## src/rtl/cop_ctx_pkg.sv

```systemverilog
package cop_ctx_pkg;

    localparam int unsigned CPU_CTX_BYTES   = 44;
    localparam int unsigned COP_CTX_WORDS   = 47;
    localparam int unsigned WORD_BYTES      = 2;
    localparam int unsigned CNT_W           = $clog2(COP_CTX_WORDS);
    localparam logic [7:0]  VEC_NOT_PRESENT = 8'd7;
    localparam logic [7:0]  VEC_NUMERIC     = 8'd16;

    typedef enum logic [2:0] {
        ST_IDLE,
        ST_CHECK,
        ST_SAVE,
        ST_RESTORE,
        ST_DONE,
        ST_NERR
    } seq_state_e;

    typedef struct packed {
        logic clr_flag;
        logic take_err;
        logic cnt_clr;
        logic owner_load;
    } seq_ctl_t;

    function automatic logic [CNT_W-1:0] last_word();
        return CNT_W'(COP_CTX_WORDS - 1);
    endfunction

endpackage

```

## src/rtl/cop_ts_flag.sv

```systemverilog
module cop_ts_flag (
    input  logic clk,
    input  logic rst,
    input  logic set_i,
    input  logic clr_i,
    output logic flag_o
);
    always_ff @(posedge clk) begin
        if (rst)        flag_o <= 1'b0;
        else if (set_i) flag_o <= 1'b1;
        else if (clr_i) flag_o <= 1'b0;
    end


    ts_set_chk: assert property (@(posedge clk) disable iff (rst)
        set_i |=> flag_o);


    ts_clr_chk: assert property (@(posedge clk) disable iff (rst)
        (clr_i && !set_i) |=> !flag_o);
endmodule

```

## src/rtl/cop_owner_track.sv

```systemverilog
module cop_owner_track #(
    parameter int unsigned TASK_W = 4
) (
    input  logic              clk,
    input  logic              rst,
    input  logic              load_i,
    input  logic [TASK_W-1:0] load_tid_i,
    input  logic              err_i,
    input  logic              take_i,
    input  logic [TASK_W-1:0] cur_task_i,
    output logic [TASK_W-1:0] owner_o,
    output logic              err_hit_o
);
    logic              err_pend_q;
    logic [TASK_W-1:0] err_tag_q;

    always_ff @(posedge clk) begin
        if (rst)         owner_o <= '0;
        else if (load_i) owner_o <= load_tid_i;
    end

    always_ff @(posedge clk) begin
        if (rst) begin
            err_pend_q <= 1'b0;
            err_tag_q  <= '0;
        end else begin
            if (take_i) err_pend_q <= 1'b0;
            if (err_i && (!err_pend_q || take_i)) begin
                err_pend_q <= 1'b1;
                err_tag_q  <= owner_o;
            end
        end
    end

    assign err_hit_o = err_pend_q && (err_tag_q == cur_task_i);


    owner_load_chk: assert property (@(posedge clk) disable iff (rst)
        load_i |=> (owner_o == $past(load_tid_i)));


    err_latch_chk: assert property (@(posedge clk) disable iff (rst)
        (err_i && !take_i) |=> err_pend_q);
endmodule

```

## src/rtl/cop_xfer_agu.sv

```systemverilog
module cop_xfer_agu
    import cop_ctx_pkg::*;
#(
    parameter int unsigned TASK_W      = 4,
    parameter int unsigned STRIDE_LOG2 = 8
) (
    input  logic                          clk,
    input  logic                          rst,
    input  logic                          clr_i,
    input  logic                          adv_i,
    input  logic [TASK_W-1:0]             tid_i,
    output logic                          last_o,
    output logic [TASK_W+STRIDE_LOG2-1:0] addr_o
);
    localparam int unsigned ADDR_W = TASK_W + STRIDE_LOG2;

    logic [CNT_W-1:0] cnt_q;

    always_ff @(posedge clk) begin
        if (rst || clr_i)  cnt_q <= '0;
        else if (adv_i)    cnt_q <= last_o ? '0 : cnt_q + 1'b1;
    end

    assign last_o = (cnt_q == last_word());
    assign addr_o = {tid_i, STRIDE_LOG2'(0)}
                  + ADDR_W'(CPU_CTX_BYTES)
                  + ADDR_W'(cnt_q) * ADDR_W'(WORD_BYTES);


    cnt_bound_chk: assert property (@(posedge clk) disable iff (rst)
        cnt_q <= last_word());
endmodule

```

## src/rtl/cop_seq_fsm.sv

```systemverilog
module cop_seq_fsm
    import cop_ctx_pkg::*;
#(
    parameter int unsigned TASK_W = 4
) (
    input  logic              clk,
    input  logic              rst,
    input  logic              instr_i,
    input  logic              flag_i,
    input  logic [TASK_W-1:0] cur_task_i,
    input  logic [TASK_W-1:0] owner_i,
    input  logic              err_hit_i,
    input  logic              ack_i,
    input  logic              last_i,
    output seq_ctl_t          ctl_o,
    output logic [TASK_W-1:0] tid_o,
    output logic              exc_o,
    output logic [7:0]        exc_vec_o,
    output logic              intr_en_o,
    output logic              req_o,
    output logic              wr_o,
    output logic              done_o
);
    seq_state_e state_q, state_d;
    logic       word_end;

    assign word_end = ack_i && last_i;

    always_comb begin
        state_d = state_q;
        unique case (state_q)
            ST_IDLE: begin
                if (instr_i && flag_i)         state_d = ST_CHECK;
                else if (instr_i && err_hit_i) state_d = ST_NERR;
            end
            ST_CHECK:   state_d = (owner_i == tid_o) ? ST_DONE : ST_SAVE;
            ST_SAVE:    if (word_end) state_d = ST_RESTORE;
            ST_RESTORE: if (word_end) state_d = ST_DONE;
            ST_DONE:    state_d = ST_IDLE;
            ST_NERR:    state_d = ST_IDLE;
            default:    state_d = ST_IDLE;
        endcase
    end

    always_ff @(posedge clk) begin
        if (rst) begin
            state_q <= ST_IDLE;
            tid_o   <= '0;
        end else begin
            state_q <= state_d;
            if (state_q == ST_IDLE && instr_i && flag_i) tid_o <= cur_task_i;
        end
    end

    always_comb begin
        ctl_o            = '0;
        ctl_o.clr_flag   = (state_q == ST_CHECK);
        ctl_o.cnt_clr    = (state_q == ST_CHECK);
        ctl_o.take_err   = (state_q == ST_IDLE) && instr_i && !flag_i && err_hit_i;
        ctl_o.owner_load = (state_q == ST_RESTORE) && word_end;
    end

    assign exc_o     = (state_q == ST_CHECK) || (state_q == ST_NERR);
    assign exc_vec_o = (state_q == ST_CHECK) ? VEC_NOT_PRESENT :
                       (state_q == ST_NERR)  ? VEC_NUMERIC : 8'd0;
    assign intr_en_o = (state_q == ST_IDLE) || (state_q == ST_NERR);
    assign req_o     = (state_q == ST_SAVE) || (state_q == ST_RESTORE);
    assign wr_o      = (state_q == ST_SAVE);
    assign done_o    = (state_q == ST_DONE);


    np_raise_chk: assert property (@(posedge clk) disable iff (rst)
        (state_q == ST_IDLE && instr_i && flag_i) |=> (exc_o && exc_vec_o == VEC_NOT_PRESENT && !intr_en_o));


    restore_order_chk: assert property (@(posedge clk) disable iff (rst)
        (req_o && wr_o && word_end) |=> (req_o && !wr_o));


    done_pulse_chk: assert property (@(posedge clk) disable iff (rst)
        done_o |=> (!done_o && intr_en_o));


    busy_ignore_chk: assert property (@(posedge clk) disable iff (rst)
        (state_q == ST_SAVE && instr_i && !word_end) |=> (state_q == ST_SAVE && !exc_o));
endmodule

```

## src/rtl/cop_ctx_lazy.sv

```systemverilog
module cop_ctx_lazy
    import cop_ctx_pkg::*;
#(
    parameter int unsigned TASK_W      = 4,
    parameter int unsigned STRIDE_LOG2 = 8
) (
    input  logic                          clk,
    input  logic                          rst,
    input  logic                          task_switch_i,
    input  logic [TASK_W-1:0]             cur_task_i,
    input  logic                          cop_instr_i,
    input  logic                          cop_err_i,
    input  logic                          xfer_ack_i,
    output logic                          ts_flag_o,
    output logic [TASK_W-1:0]             owner_o,
    output logic                          exc_o,
    output logic [7:0]                    exc_vec_o,
    output logic                          intr_en_o,
    output logic                          xfer_req_o,
    output logic                          xfer_wr_o,
    output logic [TASK_W+STRIDE_LOG2-1:0] xfer_addr_o,
    output logic                          done_o
);
    seq_ctl_t          ctl;
    logic [TASK_W-1:0] tid;
    logic [TASK_W-1:0] area_tid;
    logic              err_hit;
    logic              last_word_w;

    cop_ts_flag u_flag (
        .clk    (clk),
        .rst    (rst),
        .set_i  (task_switch_i),
        .clr_i  (ctl.clr_flag),
        .flag_o (ts_flag_o)
    );

    cop_owner_track #(.TASK_W(TASK_W)) u_owner (
        .clk        (clk),
        .rst        (rst),
        .load_i     (ctl.owner_load),
        .load_tid_i (tid),
        .err_i      (cop_err_i),
        .take_i     (ctl.take_err),
        .cur_task_i (cur_task_i),
        .owner_o    (owner_o),
        .err_hit_o  (err_hit)
    );

    cop_seq_fsm #(.TASK_W(TASK_W)) u_fsm (
        .clk        (clk),
        .rst        (rst),
        .instr_i    (cop_instr_i),
        .flag_i     (ts_flag_o),
        .cur_task_i (cur_task_i),
        .owner_i    (owner_o),
        .err_hit_i  (err_hit),
        .ack_i      (xfer_ack_i),
        .last_i     (last_word_w),
        .ctl_o      (ctl),
        .tid_o      (tid),
        .exc_o      (exc_o),
        .exc_vec_o  (exc_vec_o),
        .intr_en_o  (intr_en_o),
        .req_o      (xfer_req_o),
        .wr_o       (xfer_wr_o),
        .done_o     (done_o)
    );

    assign area_tid = xfer_wr_o ? owner_o : tid;

    cop_xfer_agu #(.TASK_W(TASK_W), .STRIDE_LOG2(STRIDE_LOG2)) u_agu (
        .clk    (clk),
        .rst    (rst),
        .clr_i  (ctl.cnt_clr),
        .adv_i  (xfer_req_o && xfer_ack_i),
        .tid_i  (area_tid),
        .last_o (last_word_w),
        .addr_o (xfer_addr_o)
    );


    addr_hold_chk: assert property (@(posedge clk) disable iff (rst)
        (xfer_req_o && !xfer_ack_i) |=> (xfer_req_o && $stable(xfer_addr_o) && $stable(xfer_wr_o)));
endmodule

```

## config.mk

```make
export PLATFORM = sky130hd
export DESIGN_NAME = cop_ctx_lazy
export DESIGN_NICKNAME = d
export VERILOG_FILES = /design/src/rtl/cop_ctx_pkg.sv /design/src/rtl/cop_ts_flag.sv /design/src/rtl/cop_owner_track.sv /design/src/rtl/cop_xfer_agu.sv /design/src/rtl/cop_seq_fsm.sv /design/src/rtl/cop_ctx_lazy.sv
export SDC_FILE = /design/constraint.sdc
export NUM_CORES = 1
export LEC_CHECK = 0
export ABC_CLOCK_PERIOD_IN_PS = 3100
export BUFFER_PORTS_ARGS = -buffer_cell sky130_fd_sc_hd__buf_2
export CAP_MARGIN = 20
export CORE_MARGIN = 10
export CORE_UTILIZATION = 55
export CTS_CLUSTER_DIAMETER = 60
export CTS_CLUSTER_SIZE = 28
export DETAILED_ROUTE_END_ITERATION = 6
export HOLD_SLACK_MARGIN = 0.06
export PLACE_DENSITY = 0.89
export SLEW_MARGIN = 25
export SYNTH_ARGS = -nofsm -noshare
export SYNTH_HDL_FRONTEND = slang
export SYNTH_SLANG_ARGS = --single-unit
```

## constraint.sdc

```tcl
create_clock -name clk -period 3.1 [get_ports clk]
set_clock_uncertainty 0.1 [all_clocks]
set_input_delay 0.31 -clock clk [delete_from_list [all_inputs] [get_ports clk]]
set_output_delay 0.31 -clock clk [all_outputs]
set_load 0.01 [all_outputs]
```

Word level (Yosys, flattened, before mapping)
Cells that the tools add are included.
{"block": "op_classes", "reduce_logical": 22, "addsub": 3, "mux": 14, "n_eq_ne": 11}
{"cell": "two-way mux 3 bit", "n": 5}
{"cell": "adder 12 x 6 -> 12 bit, second input constant", "n": 1}
{"cell": "adder 12 x 7 -> 12 bit", "n": 1}
{"cell": "one-hot mux 3 bit (4 select lines)", "n": 1}
{"cell": "logical AND 1 bit", "n": 11}
{"cell": "== test 4 bit", "n": 2}
{"cell": "two-way mux 8 bit", "n": 1}
{"cell": "adder 6 x 1 -> 6 bit, second input constant", "n": 1}
{"cell": "== test 3 x 2 -> 1 bit, second input constant", "n": 2}
{"cell": "== test 3 bit, second input constant", "n": 2}
{"cell": "== test 6 bit, second input constant", "n": 1}
{"cell": "two-way mux 6 bit", "n": 1}
{"cell": "logical OR 1 bit", "n": 5}
{"cell": "two-way mux 5 bit", "n": 1}
{"cell": "two-way mux 1 bit", "n": 4}
{"cell": "two-way mux 4 bit", "n": 1}
{"cell": "inequality test 2 x 1 -> 1 bit, second input constant", "n": 2}
{"cell": "nonzero test 2 bit", "n": 2}
{"cell": "== test 3 x 1 -> 1 bit, second input constant", "n": 1}
{"cell": "logical NOT 3 bit", "n": 1}
{"cell": "inequality test 3 x 1 -> 1 bit, second input constant", "n": 1}
{"cell": "AND reduction 3 bit", "n": 1}
{"cell": "logical NOT 1 bit", "n": 2}
{"block": "totals", "inputBits": 10, "reg_bits": 23, "output_inout_bits": 30}

Logic depth before layout (Yosys ltp)
Gate-level depths: netlist (run 1).
{"block": "logic_depth", "depth_word": 7, "ltp_mapped": 5}

Modules after synthesis
Synthesis (run 1) repeated with hierarchy kept, for this count alone.
{"block": "unflattened", "cells_unflattened": 168, "area_unflattened_um2": 1440.1}
{"mod": "cop_seq_fsm", "n_inst": 1, "area_each_um2": 523.0, "seq_area_each_um2": 140.1, "cells_each": 64}
{"mod": "cop_xfer_agu", "n_inst": 1, "area_each_um2": 449.2, "seq_area_each_um2": 120.1, "cells_each": 54}
{"mod": "cop_owner_track", "n_inst": 1, "area_each_um2": 377.9, "seq_area_each_um2": 180.2, "cells_each": 41}
{"mod": "cop_ctx_lazy", "n_inst": 1, "area_each_um2": 51.3, "seq_area_each_um2": 0.0, "cells_each": 5}
{"mod": "cop_ts_flag", "n_inst": 1, "area_each_um2": 38.8, "seq_area_each_um2": 20.0, "cells_each": 4}

Worst setup path after synthesis (run 1)
OpenSTA, ideal clock, no wires.
{"block": "synth_path", "path_kind": "register to output", "startpoint": "reg u_fsm.state_q[1]", "endpoint": "out xfer_addr_o[10]", "path_buffers": 1, "stages_incl_launch_ff": 5, "arrival_time_ns": 1.470, "path_slack_ns": 1.220, "required_time_ns": 2.690, "cell_sequence": "dfxtp_1 clkbuf_1 nand2b_1 nor2_1 mux2_2"}
{"block": "synth_between", "elab_chain_cells": 4}
{"element": "from (decl)", "line_no": "cop_seq_fsm.sv:24", "text": "seq_state_e state_q, state_d;"}
{"element": "from (signal assigned)", "line_no": "cop_seq_fsm.sv:50", "text": "state_q <= state_d;"}
{"element": "== test 3 x 2 -> 1 bit", "line_no": "cop_seq_fsm.sv:68", "text": "assign wr_o = (state_q == ST_SAVE);"}
{"element": "named net xfer_wr_o", "line_no": "cop_ctx_lazy.sv:20", "text": "output logic xfer_wr_o,"}
{"element": "two-way mux 4 bit", "line_no": "cop_ctx_lazy.sv:70", "text": "assign area_tid = xfer_wr_o ? owner_o : tid;"}
{"element": "adder 12 x 6 -> 12 bit", "line_no": "cop_xfer_agu.sv:26", "text": "+ ADDR_W'(CPU_CTX_BYTES)"}
{"element": "adder 12 x 7 -> 12 bit", "line_no": "cop_xfer_agu.sv:27", "text": "+ ADDR_W'(cnt_q) * ADDR_W'(WORD_BYTES);"}
{"element": "to (decl)", "line_no": "cop_ctx_lazy.sv:21", "text": "output logic [TASK_W+STRIDE_LOG2-1:0] xfer_addr_o,"}
The timed path passes the listed nets, and every way through them passes these cells.

Final worst setup path (run 1)
{"block": "layout_path", "startpoint": "reg u_fsm.state_q[1]", "endpoint": "out xfer_addr_o[9]"}
{"block": "layout_between", "elab_chain_cells": 4}
{"element": "== test 3 x 2 -> 1 bit", "line_no": "cop_seq_fsm.sv:68"}
{"element": "two-way mux 4 bit", "line_no": "cop_ctx_lazy.sv:70"}
{"element": "adder 12 x 6 -> 12 bit", "line_no": "cop_xfer_agu.sv:26"}
{"element": "adder 12 x 7 -> 12 bit", "line_no": "cop_xfer_agu.sv:27"}
Every way passes these cells.

==> metrics.md, run 1 <==
| Metric | Value |
|---|---|
| Register area share after synthesis | 32.7% |
| Final setup viols | 0 |
| # H-tree levels | 1 |
| Setup ws final | 0.769 ns |
| Status | finished, final reports clean |
| First-pass GRT wire length | 5180 µm |
| Crit share post-route | 75.2% |
| Post-CTS Setup Repair Bufs | 0 |
| Post-synth top area cell | dfxtp_1 |
| Share of layout cells above drive strength 1 | between 20 and 30% |
| Num rows | 18 |
| Slew headroom | about half |
| Resized Gates After CTS | 0 |
| Ranking of synthesized cells by area | dfxtp_1 (33%), mux2i_1 (8.5%), xnor2_1 (7.5%) |
| Critical-path maximum fanout | 11 |
| Sequential Power Share | approximately 50% |
| Unique masters post-synth | 40 |
| IO Pins | 40 |
| Post-place setup slack | 1.11 ns |
| Critical Path End Type | primary output |
| Post-synthesis cell count | 158 |
| Vias per cell | 5.26 |
| Clk_lat worst skew | a little over 0.3 ns |
| Post-CTS Hold Fix Bufs | 0 |
| Max-Cap Viols | 0 |
| GRT Residual Overflow | 0 |
| RSZ-0062 raised after global routing | no |
| Fill cells | 219 |
| Die span in y | 70.6 µm |
| Mean Syn Cell Area | 8.90 µm² |
| HPWL Detailed | 2530 µm |
| PortBufs | 34 |
| Vias in the first global route | 1137 |
| Critical path, cell by cell | nand2b_1 > nor2_1 > mux2_2 > buf_2 |
| Post-DRT Antenna Nets | 0 |
| Maximum clock frequency | 429 MHz |
| Reg clk slew, reported paths | 0.12 ns |
| Max-slew violations | 0 |
| Worst Hold Class | primary input to flop |
| Worst R2R End | u_owner.err_tag_q[0] |
| Die area | 0.00498 mm² |
| Synth-to-layout area growth | 11.1% |
| Via count | 1131 |
| RD Place Congestion | 0.801 |
| Worst Reg2Reg Path Length in Cells | 4 |
| CTS tree | yes |
| Clock network power share | 20.2% |
| CTS buffer count | 3 |
| First drt pass iteration count | 4 |
| Antenna violations before repair | 0 |
| R2R Setup Slk | 1.14 ns |
| Drt total wl | 3120 µm |
| Largest net degree at the start of global routing | 24 |
| P_int | 460 µW |
| DRC | 0 |
| Clock sinks | 23 |
| Hold slack | about 0.1 ns |
| Setup_tns | 0 ns |
| Minimum clock period after layout | roughly 2.3 ns |
| Layout net count | 200 |
| Comb power frac | 29.6% |
| DIE WIDTH | 70.6 µm |
| Initial Util | 57.3% |
| Iter 0 DRT Violations | 67 |
| PwrDens | 434 mW/mm² |
| Post-synth top area share | approximately a third |
| Worst hold path endpoint | u_flag.flag_o |
| CP required | about 2.7 ns |
| Critical path class | flop to primary output |
| Max VDD drop | 307 µV |
| Hold path depth | 3 |
| Psw | 218 µW |
| Routed len/inst | 14.5 µm |
| Slowest cell on the critical path | dfxtp_1 |
| Total track usage | 12.3% |
| Synth Register Bits | 23 |
| Ant. Diodes | 0 |
| Startpoint Class | flop |
| Final hold violation count | 0 |
| Cell leakage power | 0.658 nW |
| Measured slew at the worst slew-check pin | 0.759 ns |
| Worst r2r src | u_fsm.state_q[0] |
| Pwr Total | approximately 680 µW |
| Root buf cell | clkbuf_4 |
| Crit path DAT | 1.92 ns |
| Syn. warnings | 0 |
| Cell Area, Synth | between 0.001 and 0.0015 mm² |
| Core area | 0.00245 mm² |
| Min-delay src | task_switch_i |
| Max stage delay on crit path | ~0.53 ns |
| Switching Share | 32.2% |
| Clock Tree Buf Depth | 2 |
[cell families after synthesis]
family / after synthesis / synth area share, %
other cells: 1 / 0.267
simple gates: 53 / 21.1
flops: 23 / 32.7
mux: 16 / 11.7
xor+xnor: 15 / 9.34
fa+ha+maj: 4 / 3.56
compound gates: 21 / 12.0
buf+inv: 25 / 9.25
[routing by layer]
metal / part of all wire, % / track usage (%)
met1: 44 / 13.7
met2: 47 / 20.2
met3: 7.4 / 4.60
met4: 1.8 / 6.24
met5: 0 / 0
[sequential cells by signal (all words and copies together) (netlist names)]
| name | flops |
|---|---|
| u_agu.cnt_q | 6 |
| u_owner.err_pend_q | 1 |
| u_flag.flag_o | 1 |
| u_fsm.state_q | 3 |
| u_fsm.tid_o | 4 |
| u_owner.err_tag_q | 4 |
| u_owner.owner_o | 4 |
[power by group through the flow]
stage / Combinational (mW) / Clock, mW / Sequential [mW]
finish: 0.201 / 0.137 / 0.340
detailed placement: 0.202 / 0 / 0.347
global route: 0.222 / 0.158 / 0.345
global placement: 0.197 / 0 / 0.345
floorplan: 0.180 / 0 / 0.327
CTS: 0.203 / 0.147 / 0.341
[cell usage after synthesis, drive strengths merged]
master	instances
dfxtp	23
nor2	16
nand2b	14
mux2i	12
xnor2	12
buf	11
inv	10
a21oi	5
clkbuf	4
ha	4
mux2	4
nand2	4
nor3	4
xor2	3
a211oi	2
nand3b	2
nand4	2
nor3b	2
o21ai	2
or2	2
or3	2
a2111oi	1
a211o	1
a21boi	1
a22oi	1
a31oi	1
a41oi	1
and2	1
and3b	1
and4b	1
conb	1
nand3	1
nor2b	1
o2111ai	1
o21ba	1
o31a	1
o31ai	1
o32ai	1
o41ai	1
[critical path, delay by kind of cell, from the launching register on]
family,cells,cell delay [ns]
buffers and inverters,1,0.14
flip-flops,1,0.53
multiplexers,1,0.38
AND/OR/NAND/NOR,2,0.55
[cell type report]
cell class,instances,area [µm²],area share [%]
inverter,10,37.5,2.40
tap,30,37.5,2.40
clock buffer,4,26.3,1.68
multi-input combinational,114,831,53.2
sequential,23,460,29.5
timing repair buffer,34,170,10.9
[how the worst max path moves through the flow]
stage / slack [ns] / endpoint / from / depth (start not counted)
finish: 0.77 / xfer_addr_o[9] / u_fsm.state_q[1] / 4
global route: 0.57 / xfer_addr_o[10] / u_fsm.state_q[1] / 4
CTS: 0.73 / xfer_addr_o[10] / u_fsm.state_q[1] / 4
detailed placement: 1.11 / xfer_addr_o[10] / u_fsm.state_q[1] / 4
global placement: 1.19 / xfer_addr_o[11] / u_fsm.state_q[1] / 4
floorplan: 1.22 / xfer_addr_o[10] / u_fsm.state_q[1] / 4
[cells in the final DEF (no fill, tap or decap), types with 2 or more instances in the layout]
cell type  Yosys  final
buf_2          2     34
dfxtp_1       23     23
nor2_1        16     16
nand2b_1      14     14
xnor2_1       12     12
mux2i_1       12     12
inv_1         10     10
a21oi_1        5      5
conb_1         1      5
mux2_2         4      4
nand2_1        4      4
nor3_1         4      4
ha_1           4      4
xor2_1         3      3
clkbuf_4       0      3
nor3b_1        2      2
o21ai_0        2      2
nand3b_1       2      2
a211oi_1       2      2
or3_4          2      2
nand4_1        2      2
or2_2          2      2
[per-stage QoR]
step	std cells	instance area, µm²	utilization, %
floorplan	162	1420	-
global placement	211	1540	62.6
detailed placement	211	1540	62.6
CTS	215	1560	63.7
global route	215	1560	63.7
finish	215	1560	63.7
Note: power is estimated with default switching activity, not from simulation.
==> run 2, diff against run 1 <==
Settings changed: ABC_CLOCK_PERIOD_IN_PS 3100 to 1900, CORE_UTILIZATION 55 to 46, PLACE_DENSITY 0.89 to 0.8.
Clock period 3.1 ns to 1.9 ns, I/O delays scaled along.
==> run 2 against run 1 <==
Effect of this change: setup slack lost 0.77 ns; routed wire length up 4.3%; cell count grew 8.8%; combinational power grew 120%; first-iteration DRC count down 13%; die area rose by 14%.
==> metrics.md, run 2 (synthesis gave the netlist of run 1 again) <==
| Metric | Value |
|---|---|
| Clock Tree Buf Depth | 2 |
| Hold slack | 0.0718 ns |
| Synth-to-layout area growth | 25.9% |
| GRT Residual Overflow | 0 |
| Largest register by flop count | u_agu.cnt_q |
| Startpoint Class | flop |
| Maximum clock frequency | 527 MHz |
| Max-slew violations | 0 |
| Final hold violation count | 0 |
| Fin util | between 50% and 60% |
| RSZ-0062 raised after global routing | yes |
| Critical path class | flop to primary output |
| CTS tree | yes |
| Die span in y | 75.3 µm |
| Antenna violations before repair | 0 |
| Ant. Diodes | 0 |
| Routed len/inst | 13.9 µm |
| Placed cells | 222 |
| Drt total wl | 3260 µm |
| Die area | 0.00567 mm² |
| IO Pins | 40 |
| Status | finished, final reports clean |
| Root buf cell | clkbuf_4 |
| First drt pass iteration count | 5 |
| Largest net degree at the start of global routing | 23 |
| HPWL Detailed | 2450 µm |
| Initial Util | 47.2% |
| Total track usage | 11.7% |
| Clk_lat worst skew | 0.33 ns |
| Max VDD drop | just over 600 µV |
| R2R Setup Slk | 0.07 ns |
| Crit path DAT | 1.61 ns |
| Worst setup path startpoint | u_fsm.state_q[2] |
| Vias per cell | slightly above 5 |
| Max-Cap Viols | 0 |
| Worst Hold Class | primary input to flop |
| Share of layout cells above drive strength 1 | 32.3% |
| Iter 0 DRT Violations | 58 |
| Post-DRT Antenna Nets | 0 |
| Placement Cell Area | 0.00160 mm² |
| Final setup viols | 0 |
| DIE WIDTH | 75.3 µm |
| Reg clk slew, reported paths | 0.14 ns |
| Critical Path End Type | primary output |
| Post-place setup slack | 0.0965 ns |
| Psw | 397 µW |
| Num rows | 20 |
| Switching Share | 32.7% |
| # H-tree levels | 1 |
| Minimum clock period after layout | 1.90 ns |
| Commonest non-fill, non-tap cell in the layout | buf_2 |
| PortBufs | 34 |
| PwrDens | a little under 700 mW/mm² |
| Critical-path maximum fanout | 5 |
| RD Place Congestion | slightly below 0.8 |
| Worst R2R End | u_owner.err_tag_q[3] |
| Comb power frac | 36.0% |
| CTS buffer count | 3 |
| Clock network power share | between 20% and 30% |
| P_int | just over 800 µW |
| CP endpoint | xfer_addr_o[10] |
| Commonest cells after routing, fill and taps aside | buf_2 (30), dfxtp_1 (20), nor2_1 (16) |
| Worst Reg2Reg Path Length in Cells | 4 |
| Layout Cells excl Fill | 234 |
| DRC | 0 |
| Crit share post-route | between 90 and 100% |
| Via count | 1200 |
| Layout net count | between 200 and 250 |
| Clock sinks | 23 |
| Worst r2r src | u_fsm.state_q[2] |
| CP required | 1.61 ns |
| Vias in the first global route | 1212 |
| Core area | 0.00298 mm² |
| Design area | 0.00177 mm² |
| Sequential Power Share | 43.7% |
| First-pass GRT wire length | 5400 µm |
| Largest register FFs | 6 |
| Setup ws final | 0.00190 ns |
| Cell leakage power | between 0.7 and 0.8 nW |
run 2: layout make-up:
type,count,area (µm²)
inverters,10,37.5
clock inverters,1,7.51
repair buffers,50,335
clock buffers,3,22.5
flip-flops and latches,23,464
well taps,33,41.3
multi-input cells,114,862
fillers,263,1210
run 2: what timing repair did:
action                     4_1_cts  5_1_grt
setup endpoints to repair        4        9
pin swaps                        1        1
gates resized for setup         12        4
buffers inserted                 2        1
hold buffers                     5        0
hold endpoints to repair         5        0
run 2: power groups by stage:
stage / clock [mW] / combinational [mW] / sequential, mW
floorplan: 0 / 0.293 / 0.533
global placement: 0 / 0.390 / 0.535
detailed placement: 0 / 0.395 / 0.538
CTS: 0.255 / 0.436 / 0.531
global route: 0.265 / 0.478 / 0.535
finish: 0.246 / 0.437 / 0.530
run 2: routing by layer:
layer  vias up  wire, µm  track usage, %
li1        612         -               -
met1       552      1430            13.9
met2        34      1550            20.5
met3         2       273            4.17
met4         0         8            1.24
met5         -         0               0
run 2: worst min-delay path by stage:
stage,cells after the start,start,to
6_report,3,cop_err_i,u_owner.err_pend_q
5_1_grt,3,cop_err_i,u_owner.err_pend_q
4_1_cts,3,cop_err_i,u_owner.err_pend_q
3_5_place_dp,3,task_switch_i,u_flag.flag_o
3_3_place_gp,3,task_switch_i,u_flag.flag_o
2_1_floorplan,2,task_switch_i,u_flag.flag_o
run 2: metrics by stage:
stage          setup TNS [ns]  power, mW
5_1_grt                -0.159       1.28
6_report                    0       1.21
3_5_place_dp                0      0.934
2_1_floorplan               0      0.826
3_3_place_gp                0      0.925
4_1_cts               -0.0959       1.22
run 2: worst max-delay path, cell delays in order (launching register included):
cell and delay [ns]:
dfxtp_2 0.36, buf_6 0.11, nand2b_4 0.13, nor2_1 0.08, buf_4 0.17, mux2_4 0.31, buf_6 0.12
